<file path="src/rtl/pt_xlate_pkg.sv">
package pt_xlate_pkg;

   typedef enum logic [1:0] {
      FLT_NONE   = 2'd0,
      FLT_RANGE  = 2'd1,
      FLT_ABSENT = 2'd2,
      FLT_RDONLY = 2'd3
   } flt_e;

   typedef enum logic [2:0] {
      ST_IDLE  = 3'd0,
      ST_FETCH = 3'd1,
      ST_WAIT  = 3'd2,
      ST_WBACK = 3'd3,
      ST_RESP  = 3'd4
   } st_e;

endpackage

</file>
<file path="src/rtl/pt_index_gen.sv">
module pt_index_gen #(
   parameter int PA_W   = 32,
   parameter int PN_W   = 11,
   parameter int ENT_SH = 2
) (
   input  logic              clk,
   input  logic              rst_n,
   input  logic [PN_W-1:0]   page_in,
   input  logic [PA_W-1:0]   tbl_base,
   input  logic [PN_W:0]     tbl_len,
   output logic [PA_W-1:0]   ent_addr,
   output logic              beyond
);
   localparam int PAD_W = PA_W - PN_W - ENT_SH;

   logic [PA_W-1:0] idx_bytes;

   assign idx_bytes = {{PAD_W{1'b0}}, page_in, {ENT_SH{1'b0}}};
   assign ent_addr  = tbl_base + idx_bytes;
   assign beyond    = ({1'b0, page_in} >= tbl_len);

   // any address inside the bound lies inside the table span
   assert_entry_in_table_R2: assert property (@(posedge clk) disable iff (!rst_n)
      !beyond |-> ({1'b0, ent_addr - tbl_base} <
                   {{PAD_W{1'b0}}, tbl_len, {ENT_SH{1'b0}}}));

   // an empty table rejects every page
   assert_empty_table_R4: assert property (@(posedge clk) disable iff (!rst_n)
      (tbl_len == '0) |-> beyond);

endmodule

</file>
<file path="src/rtl/pt_entry_eval.sv">
module pt_entry_eval
   import pt_xlate_pkg::*;
#(
   parameter int PA_W  = 32,
   parameter int OFS_W = 13
) (
   input  logic              clk,
   input  logic              rst_n,
   input  logic              chk_en,
   input  logic [PA_W-1:0]   pte_in,
   input  logic              is_write,
   output flt_e              fault,
   output logic [PA_W-OFS_W-1:0] frame,
   output logic [PA_W-1:0]   pte_out,
   output logic              need_wb
);
   localparam int BIT_D = OFS_W - 1;
   localparam int BIT_R = OFS_W - 2;
   localparam int BIT_W = OFS_W - 3;
   localparam int BIT_V = OFS_W - 4;

   logic [PA_W-1:0] set_mask;

   assign frame = pte_in[PA_W-1:OFS_W];

   always_comb begin
      set_mask        = '0;
      set_mask[BIT_R] = 1'b1;
      set_mask[BIT_D] = is_write;
   end

   always_comb begin
      if (!pte_in[BIT_V])
         fault = FLT_ABSENT;
      else if (is_write && !pte_in[BIT_W])
         fault = FLT_RDONLY;
      else
         fault = FLT_NONE;
   end

   assign pte_out = pte_in | set_mask;
   assign need_wb = (fault == FLT_NONE) && (pte_out != pte_in);

   // a faulting descriptor is never written back
   assert_fault_no_wb_R6: assert property (@(posedge clk) disable iff (!rst_n)
      chk_en && (fault != FLT_NONE) |-> !need_wb);

   // write-back keeps the frame and the spare bits, and marks the entry accessed
   assert_wb_keeps_frame_R9: assert property (@(posedge clk) disable iff (!rst_n)
      chk_en && need_wb |-> (pte_out[PA_W-1:OFS_W] == pte_in[PA_W-1:OFS_W]) &&
                            (pte_out[BIT_V-1:0] == pte_in[BIT_V-1:0]) && pte_out[BIT_R]);

   // write through a non-writable present entry
   assert_rdonly_code_R7: assert property (@(posedge clk) disable iff (!rst_n)
      chk_en && is_write && pte_in[BIT_V] && !pte_in[BIT_W] |-> fault == FLT_RDONLY);

endmodule

</file>
<file path="src/rtl/pt_xlate.sv">
module pt_xlate
   import pt_xlate_pkg::*;
#(
   parameter int VA_W   = 24,
   parameter int PA_W   = 32,
   parameter int OFS_W  = 13,
   parameter int ENT_SH = 2
) (
   input  logic              clk,
   input  logic              rst_n,
   input  logic              cfg_load,
   input  logic [PA_W-1:0]   cfg_base,
   input  logic [VA_W-OFS_W:0] cfg_len,
   input  logic              cfg_page_en,
   input  logic              req_valid,
   output logic              req_ready,
   input  logic [VA_W-1:0]   req_vaddr,
   input  logic              req_write,
   output logic              rsp_valid,
   output logic [PA_W-1:0]   rsp_paddr,
   output logic [1:0]        rsp_fault,
   output logic              mem_req,
   output logic              mem_we,
   output logic [PA_W-1:0]   mem_addr,
   output logic [PA_W-1:0]   mem_wdata,
   input  logic              mem_rvalid,
   input  logic [PA_W-1:0]   mem_rdata
);
   localparam int PN_W  = VA_W - OFS_W;
   localparam int FN_W  = PA_W - OFS_W;
   localparam int BIT_R = OFS_W - 2;

   if (OFS_W < 5) begin : g_bad_ofs
      $error("offset field too narrow to hold the descriptor flags");
   end
   if (PA_W < VA_W) begin : g_bad_pa
      $error("physical address narrower than virtual address");
   end
   if (PA_W <= PN_W + ENT_SH) begin : g_bad_idx
      $error("table index does not fit the physical address");
   end

   st_e               st_q;
   logic [PA_W-1:0]   base_q;
   logic [PN_W:0]     len_q;
   logic              pgen_q;
   logic [VA_W-1:0]   va_q;
   logic              wr_q;
   logic [PA_W-1:0]   ent_addr_q;
   logic [PA_W-1:0]   pte_new_q;
   logic [PA_W-1:0]   paddr_q;
   flt_e              flt_q;

   logic              accept;
   logic [PA_W-1:0]   ent_addr;
   logic              beyond;
   logic [PA_W-1:0]   pass_pa;
   flt_e              ev_fault;
   logic [FN_W-1:0]   ev_frame;
   logic [PA_W-1:0]   ev_pte;
   logic              ev_wb;

   assign accept = (st_q == ST_IDLE) && req_valid;

   // pass-through width variant
   if (PA_W == VA_W) begin : g_pass_eq
      assign pass_pa = req_vaddr;
   end else begin : g_pass_ext
      assign pass_pa = {{(PA_W-VA_W){1'b0}}, req_vaddr};
   end

   pt_index_gen #(
      .PA_W   (PA_W),
      .PN_W   (PN_W),
      .ENT_SH (ENT_SH)
   ) u_index (
      .clk      (clk),
      .rst_n    (rst_n),
      .page_in  (req_vaddr[VA_W-1:OFS_W]),
      .tbl_base (base_q),
      .tbl_len  (len_q),
      .ent_addr (ent_addr),
      .beyond   (beyond)
   );

   pt_entry_eval #(
      .PA_W  (PA_W),
      .OFS_W (OFS_W)
   ) u_eval (
      .clk      (clk),
      .rst_n    (rst_n),
      .chk_en   ((st_q == ST_WAIT) && mem_rvalid),
      .pte_in   (mem_rdata),
      .is_write (wr_q),
      .fault    (ev_fault),
      .frame    (ev_frame),
      .pte_out  (ev_pte),
      .need_wb  (ev_wb)
   );

   always_ff @(posedge clk) begin
      if (!rst_n) begin
         base_q <= '0;
         len_q  <= '0;
         pgen_q <= 1'b0;
      end else if (cfg_load) begin
         base_q <= cfg_base;
         len_q  <= cfg_len;
         pgen_q <= cfg_page_en;
      end
   end

   always_ff @(posedge clk) begin
      if (!rst_n) begin
         st_q       <= ST_IDLE;
         va_q       <= '0;
         wr_q       <= 1'b0;
         ent_addr_q <= '0;
         pte_new_q  <= '0;
         paddr_q    <= '0;
         flt_q      <= FLT_NONE;
      end else begin
         case (st_q)
            ST_IDLE: begin
               if (accept) begin
                  va_q <= req_vaddr;
                  wr_q <= req_write;
                  if (!pgen_q) begin
                     paddr_q <= pass_pa;
                     flt_q   <= FLT_NONE;
                     st_q    <= ST_RESP;
                  end else if (beyond) begin
                     paddr_q <= '0;
                     flt_q   <= FLT_RANGE;
                     st_q    <= ST_RESP;
                  end else begin
                     ent_addr_q <= ent_addr;
                     st_q       <= ST_FETCH;
                  end
               end
            end
            ST_FETCH: st_q <= ST_WAIT;
            ST_WAIT: begin
               if (mem_rvalid) begin
                  flt_q <= ev_fault;
                  if (ev_fault != FLT_NONE) begin
                     paddr_q <= '0;
                     st_q    <= ST_RESP;
                  end else begin
                     paddr_q   <= {ev_frame, va_q[OFS_W-1:0]};
                     pte_new_q <= ev_pte;
                     st_q      <= ev_wb ? ST_WBACK : ST_RESP;
                  end
               end
            end
            ST_WBACK: st_q <= ST_RESP;
            default:  st_q <= ST_IDLE;
         endcase
      end
   end

   assign req_ready = (st_q == ST_IDLE);
   assign rsp_valid = (st_q == ST_RESP);
   assign rsp_paddr = paddr_q;
   assign rsp_fault = flt_q;
   assign mem_req   = (st_q == ST_FETCH) || (st_q == ST_WBACK);
   assign mem_we    = (st_q == ST_WBACK);
   assign mem_addr  = ent_addr_q;
   assign mem_wdata = pte_new_q;

   // out-of-table page faults on the next cycle
   assert_range_fault_R4: assert property (@(posedge clk) disable iff (!rst_n)
      accept && pgen_q && beyond |=> rsp_valid && (rsp_fault == FLT_RANGE));

   // pass-through answers on the next cycle with the raw address
   assert_bypass_R5: assert property (@(posedge clk) disable iff (!rst_n)
      accept && !pgen_q |=> rsp_valid && (rsp_fault == FLT_NONE) &&
                            (rsp_paddr[VA_W-1:0] == $past(req_vaddr)));

   // faults carry no address
   assert_fault_zero_pa_R8: assert property (@(posedge clk) disable iff (!rst_n)
      rsp_valid && (rsp_fault != FLT_NONE) |-> rsp_paddr == '0);

   // offset bits are preserved on success
   assert_offset_kept_R1: assert property (@(posedge clk) disable iff (!rst_n)
      rsp_valid && (rsp_fault == FLT_NONE) |-> rsp_paddr[OFS_W-1:0] == va_q[OFS_W-1:0]);

   // response is a single pulse; idle, memory and response phases exclusive
   assert_rsp_pulse_R10: assert property (@(posedge clk) disable iff (!rst_n)
      rsp_valid |=> !rsp_valid);
   assert_phase_excl_R10: assert property (@(posedge clk) disable iff (!rst_n)
      $onehot0({req_ready, rsp_valid, mem_req}));

   // every write-back marks the descriptor accessed
   assert_wb_accessed_R9: assert property (@(posedge clk) disable iff (!rst_n)
      mem_req && mem_we |-> mem_wdata[BIT_R]);

endmodule

</file>
<file path="config.mk">
export PLATFORM = sky130hd
export DESIGN_NAME = pt_xlate
export DESIGN_NICKNAME = d
export VERILOG_FILES = /design/src/rtl/pt_xlate_pkg.sv /design/src/rtl/pt_index_gen.sv /design/src/rtl/pt_entry_eval.sv /design/src/rtl/pt_xlate.sv
export SDC_FILE = /design/constraint.sdc
export NUM_CORES = 1
export LEC_CHECK = 0
export CAP_MARGIN = 5
export CORE_ASPECT_RATIO = 1.1
export CORE_UTILIZATION = 51
export DETAILED_ROUTE_END_ITERATION = 7
export GPL_ROUTABILITY_DRIVEN = 0
export PLACE_DENSITY = 0.85
export RECOVER_POWER = 25
export SLEW_MARGIN = 25
export SYNTH_ARGS = -nofsm -noshare
export SYNTH_HDL_FRONTEND = slang
export SYNTH_SLANG_ARGS = --single-unit
</file>
<file path="constraint.sdc">
create_clock -name clk -period 6.78 [get_ports clk]
set_input_delay 1.356 -clock clk [delete_from_list [all_inputs] [get_ports clk]]
set_output_delay 1.356 -clock clk [all_outputs]
set_load 0.02 [all_outputs]
</file>
### Word-level counts from Yosys, hierarchy flattened

Cells that the tools add are included.

| storage, ports and cells | value |
|---|---|
| logic and storage cells | 57 |
| bits in registers | 160 |

| operators by class | value |
|---|---|
| reduce and logical (&&, ||, !) cells | 14 |
| eq/ne operators | 8 |
| order comparisons | 1 |
| add/subtract/negate cells | 1 |
| bitwise operators | 3 |
| muxes and demuxes | 20 |

Operator list:

| cell | number |
|---|---|
| $mux 32 | 5 |
| $pmux 32 s2 | 1 |
| $add 32x13->32 | 1 |
| $ne 32x32->1 | 1 |
| $or 32x13->32 | 1 |
| $mux 3 | 6 |
| $ge 11x12->1 | 1 |
| $mux 2 | 6 |
| $pmux 3 s4 | 1 |
| $reduce_and 4->1 | 2 |
| $eq 3x2->1 const B | 2 |
| $pmux 2 s2 | 1 |
| $reduce_and 2->1 | 2 |
| $reduce_bool 2->1 | 2 |
| $eq 3x1->1 const B | 1 |
| $eq 3x3->1 const B | 1 |
| $logic_and 1x1->1 | 3 |
| $logic_not 3->1 | 1 |
| $ne 3x2->1 const B | 1 |
| $reduce_and 3->1 | 1 |
| $logic_not 2->1 | 1 |
| $ne 2x1->1 const B | 1 |
| $ne 2x2->1 const B | 1 |
| $not 1->1 | 2 |
| 2 further kinds | 2 |

### Longest topological paths before layout

| logic depth | value |
|---|---|
| depth in word-level cells | 10 |
| depth in mapped cells | 10 |
| depth with buffers taken out | 8 |

### Modules after synthesis

From an unflattened synthesis, not the netlist that was laid out.

| second synthesis, totals | value |
|---|---|
| cells, all modules | 923 |
| area total of the unflattened synthesis | 8080.2 um^2 |

By module, submodules not included:

| module | sequential area each (um^2) | area each (um^2) | cells an instance | instances |
|---|---|---|---|---|
| pt_xlate | 3203.1 | 6331.1 | 688 | 1 |
| pt_index_gen | 0.0 | 1323.8 | 177 | 1 |
| pt_entry_eval | 0.0 | 425.4 | 58 | 1 |

### Least setup slack after synthesis

Ideal clock, no wire load.

| path | value |
|---|---|
| kind | input port to flip-flop |
| start point | in req_vaddr[22] |
| end point | reg paddr_q[10], in the netlist rsp_paddr[10] |
| data required time | 6.664 ns |
| stages | 9 |
| library setup time | 0.116 ns |
| slack | 3.687 ns |
| data arrival time | 2.977 ns |
| cell sequence | ha_1 > a21oi_1 > o21ai_1 > a211oi_4 > a21oi_4 > or2_1 > buf_6 > buf_6 > o211a_1 |

| on the way | value |
|---|---|
| word-level cells in the longest chain between the ends | 3 |

Ends and longest elaborated chain:

| item | line | RTL |
|---|---|---|
| from (decl) | pt_xlate.sv:17 | `input logic [VA_W-1:0] req_vaddr,` |
| $ge 11x12->1 | pt_index_gen.sv:20 | `assign beyond = ({1'b0, page_in} >= tbl_len);` |
| $ne 3x2->1 (no source line) | n/a |  |
| $reduce_and 4->1 (no source line) | n/a |  |
| to (signal assigned) | pt_xlate.sv:129 | `paddr_q <= pass_pa;` |
| to (signal assigned) | pt_xlate.sv:150 | `paddr_q <= {ev_frame, va_q[OFS_W-1:0]};` |
| to (decl) | pt_xlate.sv:51 | `logic [PA_W-1:0] paddr_q;` |

No other way between the ends.
A chain may end at the register's enable or synchronous reset.

### Worst setup path after layout

| path | value |
|---|---|
| start point | in req_vaddr[13] |
| end point | reg paddr_q[29], in the netlist rsp_paddr[29] |

The elaborated chain is that of the path after synthesis.

==> results.sh <==
export IMPL_status="complete, no violations"
export IMPL_cap_violations=0
export IMPL_first_global_vias=6012
export IMPL_cts_hold_buf=0
export IMPL_drtIter0Drc=407
export IMPL_ys_warn_count=0
export IMPL_detail_route_first_pass_iterations=5
export IMPL_post_drt_wl_per_cell_um=16.6
export IMPL_synthMuxAreaShare_pct=7.57
export IMPL_clk_pin_slew_worst_paths_ns=0.06
export IMPL_rows=44
export IMPL_synth_compound_area_share_pct=18.9
export IMPL_dieWidth_um=115
export IMPL_layout_cells_non_filler=1175
export IMPL_p_comb_share_pct=15.5
export IMPL_syn_num_nets=932
export IMPL_numClockSinks=160
export IMPL_synth_top_family_by_area="compound AO/OA/AOI/OAI gates"
export IMPL_synth_xor_area_share_pct=3.43
export IMPL_stdcell_area_um2=9800
export IMPL_drive_above_1_share_pct=5.75
export IMPL_crit_required_ns=7.06
export IMPL_crit_arrival_ns=4.16
export IMPL_port_buffers=208
export IMPL_synth_seq_area_share_pct=44.9
export IMPL_hold_depth=2
export IMPL_setup_viol=0
export IMPL_worstHoldStart="rsp_paddr[31]$_SDFFE_PN0P_"
export IMPL_synthTopCellsByArea="dfxtp_1 45%, mux2i_1 7.6%, nand2_1 5.8%"
export IMPL_clk_latency_ns=0.42
export IMPL_relSlewSlack_pct=43.2
export IMPL_final_antenna_net_count=0
export IMPL_synthDistinctLibCells=60
export IMPL_nNetsFinal=1108
export IMPL_slew_violations=0
export IMPL_syn_inst=802
export IMPL_num_io_pins=209
export IMPL_grt_start_max_net_pins=63
export IMPL_area_growth_pct=37.3
export IMPL_via_count=6449
export IMPL_crit_type="input port to register"
export IMPL_antenna_found_initial=0
export IMPL_synth_adder_area_share_pct=4.14
export IMPL_placed_cell_area_um2=9180
export IMPL_internal_power_mw=1.76
export IMPL_swShare_pct=25.9
export IMPL_worst_pin_slew_ns=0.852
export IMPL_die_h_um=126
export IMPL_r2r_start="st_q[0]$_SDFFE_PN0P_"
export IMPL_rr_worst_depth=6
export IMPL_final_hold_violation_count=0
export IMPL_cts_root_buf="clkbuf_16"
export IMPL_cts_tree="yes"
export IMPL_leakage_nw=4.10
export IMPL_dpl_hpwl_mm=13.6
export IMPL_diodes=0
export IMPL_period_share_pct=57.3
export IMPL_crit_fanout=34
export IMPL_drc=0
export IMPL_synth_ff_type="dfxtp_1"
export IMPL_cts_buffer_depth=2
export IMPL_crit_path_end_kind="register"
export IMPL_grt_ovfl_total=0
export IMPL_pre_cts_ws_ns=2.27
export IMPL_grt_use_total_pct=27.0
export IMPL_nFillCells=1048
export IMPL_cts_resized=0
export IMPL_async_flop_share_pct=0
export IMPL_power_density_nw_per_um2=242
export IMPL_finalPower_mw=2.37
export IMPL_fin_crit_ns=3.88
export IMPL_core_area_um2=13400
export IMPL_netlist_area_um2=7140
export IMPL_skew_ns=0.00991
export IMPL_cts_setup_buffers=0
export IMPL_cts_htree_levels=4
export IMPL_whs_ns=0.446
export IMPL_synth_edf_count=0
export IMPL_worst_slack_ns=2.90
export IMPL_syn_avg_cell_area_um2=8.90
export IMPL_hold_class="register to register"
export IMPL_timing_fmax_mhz=257
export IMPL_synth_top_area_share_pct=44.9
export IMPL_rsz0062_at_grt="no"
export IMPL_cp_startpoint="req_vaddr[13]"
export IMPL_clkPwrFrac_pct=41.3
export IMPL_start_util_pct=53.1
export IMPL_ys_ff_latch=160
export IMPL_wirelength_mm=19.5
export IMPL_synth_largest_area_cell="dfxtp_1"
export IMPL_via_per_inst=5.49
export IMPL_grt_pass1_wl_mm=30.4
export IMPL_fin_setup_tns_ns=0
export IMPL_rrSetupSlack_ns=3.70
export IMPL_cts_buffers=17
export IMPL_peakVddDrop_mv=0.174
export IMPL_dp_cells=1143
export IMPL_dieArea_um2=14500
export IMPL_cp_start_kind="input port"
export IMPL_p_seq_share_pct=43.2
export IMPL_synthSimpleGateAreaFrac_pct=15.7
export IMPL_utilization_pct=73.0
export IMPL_switching_power_mw=0.614
worst max-delay path, stage by stage:
cell	delay, ns
clkdlybuf4s50_1	0.55
inv_1	0.06
ha_1	0.27
nand2b_1	0.10
nand3_1	0.08
a211o_1	0.33
a21oi_4	0.57
or2_2	0.68
o21ai_1	0.15
final timing paths:
kind                                      to
hold reg to reg   rsp_paddr[31]$_SDFFE_PN0P_
setup reg to reg  rsp_paddr[29]$_SDFFE_PN0P_
hold / removal    rsp_paddr[31]$_SDFFE_PN0P_
setup / recovery  rsp_paddr[29]$_SDFFE_PN0P_
Yosys cell counts (10+ instances only):
library cell,instances
dfxtp_1,160
nand2_1,111
nor2_1,83
a21oi_1,69
mux2i_1,54
o21ai_0,45
clkbuf_1,27
a22oi_1,24
o211a_1,24
xnor2_1,24
ha_1,22
inv_1,20
nand3_1,17
o21ai_1,10
flip-flops by register name, indices dropped and copies added (netlist names):
signal and cells:
rsp_fault 2, mem_wdata 32, va_q 13, len_q 12, st_q 3, rsp_paddr 32, base_q 32, mem_addr 32
pgen_q 1, wr_q 1
metal layers:
metal / track usage (%) / share of wire (%)
met4: 11.2 / 2.7
met2: 45.5 / 48
met5: 0 / 0
met3: 7.80 / 8.7
met1: 32.0 / 41
kinds of logic after synthesis:
| logic type | count (synthesis) |
|---|---|
| AND/OR/NAND/NOR | 254 |
| AO/OA/AOI/OAI | 206 |
| flip-flops | 160 |
| buffers and inverters | 77 |
| multiplexers | 54 |
| XOR/XNOR | 28 |
| adder cells (fa/ha/maj) | 23 |
cell type report:
cell class                      instances  area (µm²)  area share [%]
Clock inverter                         13         160            1.63
Sequential cell                       160        3200            32.7
Timing Repair Buffer                  212        2100            21.5
Multi-Input combinational cell        565        3580            36.5
Tap cell                              184         230            2.35
Clock buffer                           19         443            4.52
Inverter                               22        83.8           0.855
cell usage in the layout (no fill, tap or decap), types with 5 or more instances in the layout:
master and count:
o21ai_0 45, and2_1 8, nand3_1 17, xnor2_1 24, mux2i_1 54, dfxtp_1 160
nor3_1 9, ha_1 22, nor2_1 82, clkdlybuf4s50_1 141, inv_1 20, nand2_1 110
o211a_1 24, dlygate4sd3_1 65, a211oi_1 8, a22oi_1 24, a21oi_1 69, clkinv_2 5
o21ai_1 10, clkbuf_16 17
power by group through the flow:
| stage | sequential, mW | combinational (mW) | clock, mW |
|---|---|---|---|
| 2_1_floorplan | 1.07 | 0.181 | 0 |
| 3_3_place_gp | 1.04 | 0.362 | 0 |
| 3_5_place_dp | 1.05 | 0.368 | 0 |
| 4_1_cts | 1.02 | 0.371 | 0.991 |
| 5_1_grt | 1.03 | 0.397 | 1.03 |
| 6_report | 1.03 | 0.368 | 0.978 |
Note: power is estimated with default switching activity, not from simulation.
